File: src/rtl/wdog_pkg.sv
package wdog_pkg;

  localparam int unsigned DW = 8;

  // refresh key bytes, in the order they must arrive
  localparam logic [DW-1:0] KEY_ARM  = 8'hA5;
  localparam logic [DW-1:0] KEY_FIRE = 8'h5A;

  // control register layout, msb first
  typedef struct packed {
    logic       en;
    logic       flag;
    logic       nmi_sel;
    logic [2:0] rsvd;
    logic [1:0] per;
  } ctrl_t;

  function automatic int unsigned max4(input int unsigned a, input int unsigned b,
                                       input int unsigned c, input int unsigned d);
    int unsigned m;
    m = a;
    if (b > m) m = b;
    if (c > m) m = c;
    if (d > m) m = d;
    return m;
  endfunction

endpackage

File: src/rtl/wdog_regs.sv
module wdog_regs
  import wdog_pkg::*;
(
  input  logic          clk,
  input  logic          por_n,
  input  logic          rst_n,
  input  logic          wr_ctrl_i,
  input  logic [DW-1:0] wdata_i,
  input  logic          timeout_i,
  output ctrl_t         ctrl_o
);

  logic       en_q;
  logic       nmi_sel_q;
  logic [1:0] per_q;
  logic       flag_q;
  logic       unused_rsvd;

  assign unused_rsvd = ^wdata_i[4:2];

  // configuration: cleared by either reset
  always_ff @(posedge clk or negedge rst_n) begin
    if (!rst_n) begin
      en_q      <= 1'b0;
      nmi_sel_q <= 1'b0;
      per_q     <= 2'd0;
    end else if (wr_ctrl_i) begin
      en_q      <= en_q | wdata_i[7];
      nmi_sel_q <= wdata_i[5];
      per_q     <= wdata_i[1:0];
    end
  end

  // cause flag: survives system reset
  always_ff @(posedge clk or negedge por_n) begin
    if (!por_n)
      flag_q <= 1'b0;
    else if (timeout_i)
      flag_q <= 1'b1;
    else if (wr_ctrl_i && wdata_i[6])
      flag_q <= 1'b0;
  end

  always_comb begin
    ctrl_o         = '0;
    ctrl_o.en      = en_q;
    ctrl_o.flag    = flag_q;
    ctrl_o.nmi_sel = nmi_sel_q;
    ctrl_o.per     = per_q;
  end

  p_en_sticky_r2: assert property (@(posedge clk) disable iff (!rst_n)
    $past(en_q) |-> en_q);

  p_flag_set_r4: assert property (@(posedge clk) disable iff (!por_n)
    timeout_i |=> flag_q);

  p_flag_clear_r4: assert property (@(posedge clk) disable iff (!por_n)
    (wr_ctrl_i && wdata_i[6] && !timeout_i) |=> !flag_q);

endmodule

File: src/rtl/wdog_unlock.sv
module wdog_unlock
  import wdog_pkg::*;
(
  input  logic          clk,
  input  logic          rst_n,
  input  logic          wr_kick_i,
  input  logic [DW-1:0] wdata_i,
  output logic          kick_o
);

  logic armed_q;

  assign kick_o = wr_kick_i && armed_q && (wdata_i == KEY_FIRE);

  always_ff @(posedge clk or negedge rst_n) begin
    if (!rst_n)
      armed_q <= 1'b0;
    else if (wr_kick_i)
      armed_q <= (wdata_i == KEY_ARM);
  end

  p_disarm_r8: assert property (@(posedge clk) disable iff (!rst_n)
    (wr_kick_i && wdata_i != KEY_ARM) |=> !armed_q);

  p_arm_r7: assert property (@(posedge clk) disable iff (!rst_n)
    (wr_kick_i && wdata_i == KEY_ARM) |=> armed_q);

endmodule

File: src/rtl/wdog_counter.sv
module wdog_counter #(
  parameter int unsigned EXP0 = 18,
  parameter int unsigned EXP1 = 22,
  parameter int unsigned EXP2 = 25,
  parameter int unsigned EXP3 = 27,
  parameter int unsigned CW   = 27
) (
  input  logic       clk,
  input  logic       rst_n,
  input  logic       en_i,
  input  logic [1:0] per_i,
  input  logic       kick_i,
  output logic       timeout_o
);

  localparam int unsigned NPER = 4;
  localparam int unsigned EXPS [NPER] = '{EXP0, EXP1, EXP2, EXP3};

  logic [CW-1:0] lim [NPER];
  logic [CW-1:0] cnt_q;

  for (genvar g = 0; g < NPER; g++) begin : g_lim
    assign lim[g] = CW'((64'd1 << EXPS[g]) - 64'd1);
  end

  assign timeout_o = en_i && (cnt_q >= lim[per_i]);

  always_ff @(posedge clk or negedge rst_n) begin
    if (!rst_n)
      cnt_q <= '0;
    else if (timeout_o || kick_i)
      cnt_q <= '0;
    else if (en_i)
      cnt_q <= cnt_q + 1'b1;
  end

  p_restart_r10: assert property (@(posedge clk) disable iff (!rst_n)
    timeout_o |=> cnt_q == '0);

  p_kick_r7: assert property (@(posedge clk) disable iff (!rst_n)
    kick_i |=> cnt_q == '0);

  p_count_r3: assert property (@(posedge clk) disable iff (!rst_n)
    (en_i && !timeout_o && !kick_i) |=> cnt_q == $past(cnt_q) + 1'b1);

  p_idle_r1: assert property (@(posedge clk) disable iff (!rst_n)
    (!en_i && !kick_i) |=> $stable(cnt_q));

endmodule

File: src/rtl/wdog_pulse.sv
module wdog_pulse #(
  parameter int unsigned RST_W = 64
) (
  input  logic clk,
  input  logic por_n,
  input  logic timeout_i,
  input  logic nmi_sel_i,
  output logic rst_o,
  output logic nmi_o
);

  localparam int unsigned RW = $clog2(RST_W + 1);
  localparam int unsigned HW = RW + 2;

  logic [RW-1:0] rem_q, rem_d;
  logic          rst_q, nmi_q;

  always_comb begin
    if (timeout_i && !nmi_sel_i)
      rem_d = RW'(RST_W);
    else if (rem_q != '0)
      rem_d = rem_q - 1'b1;
    else
      rem_d = '0;
  end

  always_ff @(posedge clk or negedge por_n) begin
    if (!por_n) begin
      rem_q <= '0;
      rst_q <= 1'b0;
      nmi_q <= 1'b0;
    end else begin
      rem_q <= rem_d;
      rst_q <= (rem_d != '0);
      nmi_q <= timeout_i && nmi_sel_i;
    end
  end

  assign rst_o = rst_q;
  assign nmi_o = nmi_q;

  // checker: length of each high phase of the reset pulse
  logic [HW-1:0] hi_cnt;
  always_ff @(posedge clk or negedge por_n) begin
    if (!por_n)        hi_cnt <= '0;
    else if (rst_q)    hi_cnt <= hi_cnt + 1'b1;
    else               hi_cnt <= '0;
  end

  p_rst_width_r5: assert property (@(posedge clk) disable iff (!por_n)
    $fell(rst_q) |-> hi_cnt == HW'(RST_W));

  p_nmi_single_r6: assert property (@(posedge clk) disable iff (!por_n)
    nmi_q |=> !nmi_q);

  p_nmi_no_rst_r6: assert property (@(posedge clk) disable iff (!por_n)
    $rose(nmi_q) |-> !$rose(rst_q));

endmodule

File: src/rtl/wdog_nmi_timer.sv
module wdog_nmi_timer
  import wdog_pkg::*;
#(
  parameter int unsigned EXP0      = 18,
  parameter int unsigned EXP1      = 22,
  parameter int unsigned EXP2      = 25,
  parameter int unsigned EXP3      = 27,
  parameter int unsigned RST_W     = 64,
  parameter int unsigned ADDR_W    = 2,
  parameter int unsigned CTRL_ADDR = 0,
  parameter int unsigned KICK_ADDR = 1
) (
  input  logic              clk,
  input  logic              por_n,
  input  logic              sys_rst_n,
  input  logic              bus_sel,
  input  logic              bus_wr,
  input  logic [ADDR_W-1:0] bus_addr,
  input  logic [DW-1:0]     bus_wdata,
  output logic [DW-1:0]     bus_rdata,
  output logic              rst_pulse_o,
  output logic              nmi_o
);

  localparam int unsigned CW = max4(EXP0, EXP1, EXP2, EXP3);

  logic  rst_n;
  logic  hit_ctrl, hit_kick;
  logic  wr_ctrl, wr_kick;
  logic  kick, timeout;
  ctrl_t ctrl;

  assign rst_n    = por_n & sys_rst_n;
  assign hit_ctrl = (bus_addr == ADDR_W'(CTRL_ADDR));
  assign hit_kick = (bus_addr == ADDR_W'(KICK_ADDR));
  assign wr_ctrl  = bus_sel && bus_wr && hit_ctrl;
  assign wr_kick  = bus_sel && bus_wr && hit_kick;

  assign bus_rdata = (bus_sel && !bus_wr && hit_ctrl) ? ctrl : '0;

  wdog_regs u_regs (
    .clk       (clk),
    .por_n     (por_n),
    .rst_n     (rst_n),
    .wr_ctrl_i (wr_ctrl),
    .wdata_i   (bus_wdata),
    .timeout_i (timeout),
    .ctrl_o    (ctrl)
  );

  wdog_unlock u_unlock (
    .clk       (clk),
    .rst_n     (rst_n),
    .wr_kick_i (wr_kick),
    .wdata_i   (bus_wdata),
    .kick_o    (kick)
  );

  wdog_counter #(
    .EXP0 (EXP0), .EXP1 (EXP1), .EXP2 (EXP2), .EXP3 (EXP3), .CW (CW)
  ) u_counter (
    .clk       (clk),
    .rst_n     (rst_n),
    .en_i      (ctrl.en),
    .per_i     (ctrl.per),
    .kick_i    (kick),
    .timeout_o (timeout)
  );

  wdog_pulse #(.RST_W (RST_W)) u_pulse (
    .clk       (clk),
    .por_n     (por_n),
    .timeout_i (timeout),
    .nmi_sel_i (ctrl.nmi_sel),
    .rst_o     (rst_pulse_o),
    .nmi_o     (nmi_o)
  );

  p_rsvd_zero_r11: assert property (@(posedge clk) disable iff (!por_n)
    bus_rdata[4:2] == 3'b000);

  p_off_quiet_r1: assert property (@(posedge clk) disable iff (!rst_n)
    !ctrl.en |=> !nmi_o);

endmodule

File: config.mk
export PLATFORM = sky130hd
export DESIGN_NAME = wdog_nmi_timer
export DESIGN_NICKNAME = d
export VERILOG_FILES = /design/src/rtl/wdog_pkg.sv /design/src/rtl/wdog_regs.sv /design/src/rtl/wdog_unlock.sv /design/src/rtl/wdog_counter.sv /design/src/rtl/wdog_pulse.sv /design/src/rtl/wdog_nmi_timer.sv
export SDC_FILE = /design/constraint.sdc
export NUM_CORES = 1
export LEC_CHECK = 0
export BUFFER_PORTS_ARGS = -buffer_cell sky130_fd_sc_hd__buf_2
export CORE_AREA = 5 5 74 93
export CTS_BUF_LIST = sky130_fd_sc_hd__clkbuf_8
export DETAILED_ROUTE_END_ITERATION = 16
export DIE_AREA = 0 0 79 98
export HOLD_SLACK_MARGIN = 0.03
export PLACE_DENSITY = 0.7
export SYNTH_ARGS = -nofsm -noshare
export SYNTH_HDL_FRONTEND = slang
export SYNTH_HIERARCHICAL = 1
export SYNTH_SLANG_ARGS = --single-unit
File: constraint.sdc
create_clock -name clk -period 2.95 [get_ports clk]
set_input_delay 0.59 -clock clk [delete_from_list [all_inputs] [get_ports clk]]
set_output_delay 0.59 -clock clk [all_outputs]
set_load 0.01 [all_outputs]
==> impl_metrics.env <==
export IMPL_total_power_mw=1.81
export IMPL_layout_commonest_cell="dfrtp_1"
export IMPL_grt_usage=0.135
export IMPL_nNetsFinal=298
export IMPL_ys_ff_latch=42
export IMPL_clk_pin_slew_ns=0.08
export IMPL_power_density_nw_per_um2=644
export IMPL_status="finished, final reports clean"
export IMPL_hold_worst_slack_ns=0.150
export IMPL_p_leak_nw=1.30
export IMPL_die_area_sq_um=7740
export IMPL_max_vdd_ir_drop_v=0.000356
export IMPL_drt_iter0_markers=82
export IMPL_grt_pass1_vias=1938
export IMPL_worst_slew_pin_transition_ns=0.672
export IMPL_critPathMaxFanout=4
export IMPL_drive_above_1_share=0.222
export IMPL_pre_cts_ws_ns=0.0460
export IMPL_finish_utilization=0.471
export IMPL_cp_required_ns=3.12
export IMPL_antenna_left=0
export IMPL_setup_violations=0
export IMPL_place_area_sq_um=2700
export IMPL_min_delay_path_class="in2async"
export IMPL_via_per_inst=5.39
export IMPL_grt_overflow_total=0
export IMPL_final_cells=343
export IMPL_period_minus_slack_ns=2.62
export IMPL_fin_crit_sh=0.887
export IMPL_cts_htree_levels=2
export IMPL_die_h_um=98
export IMPL_syn_cell_area_sq_um=2550
export IMPL_cts_sinks=42
export IMPL_cp_arrival_ns=2.78
export IMPL_top_usage_layer="met2"
export IMPL_grt_max_degree=33
export IMPL_rows=32
export IMPL_diodes=0
export IMPL_ctsResizeCount=0
export IMPL_final_cell_mix="dfrtp_1, buf_2, nor3_1"
export IMPL_portBuffers=21
export IMPL_start_util=0.427
export IMPL_globalRouteMet2Util=0.247
export IMPL_max_cap_violations=0
export IMPL_wirelength_um=4780
export IMPL_use_met1=0.156
export IMPL_grtUsageMet3=0.0221
export IMPL_drc=0
export IMPL_setup_slack_ns=0.334
export IMPL_stdcell_area_sq_um=2810
export IMPL_io_pins=25
export IMPL_critPathCaptureType="flop"
export IMPL_hold_viol_final=0
export IMPL_root_buffer="clkbuf_8"
export IMPL_vias=1849
export IMPL_startpoint_type="input port"
export IMPL_yosysWarnings=6
export IMPL_syn_inst=251
export IMPL_yosysSeqAreaShare=0.412
export IMPL_avgSynthCellArea_sq_um=10.2
export IMPL_async_flop_share=1.00
export IMPL_core_sq_um=5970
export IMPL_clock_latency_ns=0.29
export IMPL_ys_types=57
export IMPL_antenna_found_initial=0
export IMPL_cts_buffers=5
export IMPL_dp_cells=336
export IMPL_finalWeightedCongestion=0.758
export IMPL_drv_slew=0
export IMPL_hpwl_um=3570
export IMPL_cts_path_max_buffers=2
export IMPL_cts_hold_buf=0
export IMPL_dominantRegCellSynth="dfrtp_1"
export IMPL_cts_setup_buffers=0
export IMPL_grt_pass1_wl_um=8560
export IMPL_rsz0062_at_grt="false"
export IMPL_maxSlewHeadroom=0.549
export IMPL_syn_to_final_growth_pct=10.4
export IMPL_avgRoutedWirePerCell_um=13.9
export IMPL_synth_edff_count=0
export IMPL_finClkSkew_ns=0.00576
export IMPL_critical_path_class="in2reg"
export IMPL_dr_pass1_iters=4
export IMPL_dieWidth_um=79
export IMPL_tns_ns=0
export IMPL_cts_tree="built"
export IMPL_fmax_mhz=382
cells in the mapped netlist (4+ instances only):
library cell,number,share of area
buf_4,6,0.018
nor2b_1,4,0.0098
nor3_1,19,0.037
nor2_1,18,0.027
xnor2_1,11,0.038
and2_1,13,0.032
nand3_1,12,0.024
inv_1,8,0.012
and3_1,5,0.012
nand2_1,15,0.022
nand4_1,5,0.012
nor3_2,9,0.035
dfrtp_1,42,0.41
ha_1,8,0.039
xor2_1,17,0.058
layer usage:
metal  routed length [um]  vias up
li1                     -      924
met1                 2020      903
met2                 2620       18
met3                   76        4
met4                   66        0
met5                    0        -
flip-flops by register name (all words and copies together) (netlist names):
| name | count |
|---|---|
| u_counter/cnt_q | 27 |
| u_pulse/nmi_o | 1 |
| u_pulse/rem_q | 7 |
| u_pulse/rst_o | 1 |
| u_regs/en_q | 1 |
| u_regs/flag_q | 1 |
| u_regs/nmi_sel_q | 1 |
| u_regs/per_q | 2 |
| u_unlock/armed_q | 1 |
cell type report:
class / instances / area (sq um)
multi-input combinational: 190 / 1380
tap: 68 / 85.1
fill: 577 / 3150
clock buffer: 6 / 82.6
sequential: 42 / 1050
inverter: 8 / 30.0
clock inverter: 1 / 30.0
timing repair buffer: 28 / 158
power by group:
group / total (mW) / internal (mW) / switching [mW]
Sequential: 0.826 / 0.699 / 0.127
Clock: 0.458 / 0.271 / 0.187
Combinational: 0.528 / 0.269 / 0.259
Total: 1.81 / 1.24 / 0.573
cells by family after synthesis:
kind of cell             count (synthesis)  synth area share
buffers and inverters                   21            0.0540
other                                    1           0.00147
flip-flops                              42             0.412
AND/OR/NAND/NOR                        123             0.298
multiplexers                             4            0.0191
AO/OA/AOI/OAI                           23            0.0756
XOR/XNOR                                28            0.0962
adder cells (fa/ha/maj)                  9            0.0432
path summary, 6_finish.rpt:
| kind | start | endpoint | slack (ns) | depth (start not counted) |
|---|---|---|---|---|
| max | bus_wr | u_counter/cnt_q[21] | 0.33 | 11 |
| min | por_n | u_regs/flag_q | 0.15 | 1 |
| max reg2reg | u_counter/cnt_q[19] | u_pulse/rst_o | 0.46 | 8 |
| min reg2reg | u_regs/flag_q | u_regs/flag_q | 0.48 | 1 |
| max in group asynchronous | por_n | u_counter/cnt_q[16] | 2.02 | 3 |
| min in group clk | u_regs/flag_q | u_regs/flag_q | 0.48 | 1 |
worst max-delay path, cell delays in order:
cell	delay, ns
buf_2	0.11
nand2_1	0.07
nor3b_1	0.34
nand4b_1	0.19
nor4_4	0.27
o2111ai_1	0.18
or3_1	0.38
nor3_1	0.27
nand3_1	0.14
xor2_1	0.18
nor3_2	0.05
No activity file was read; power rests on OpenSTA's default activity.
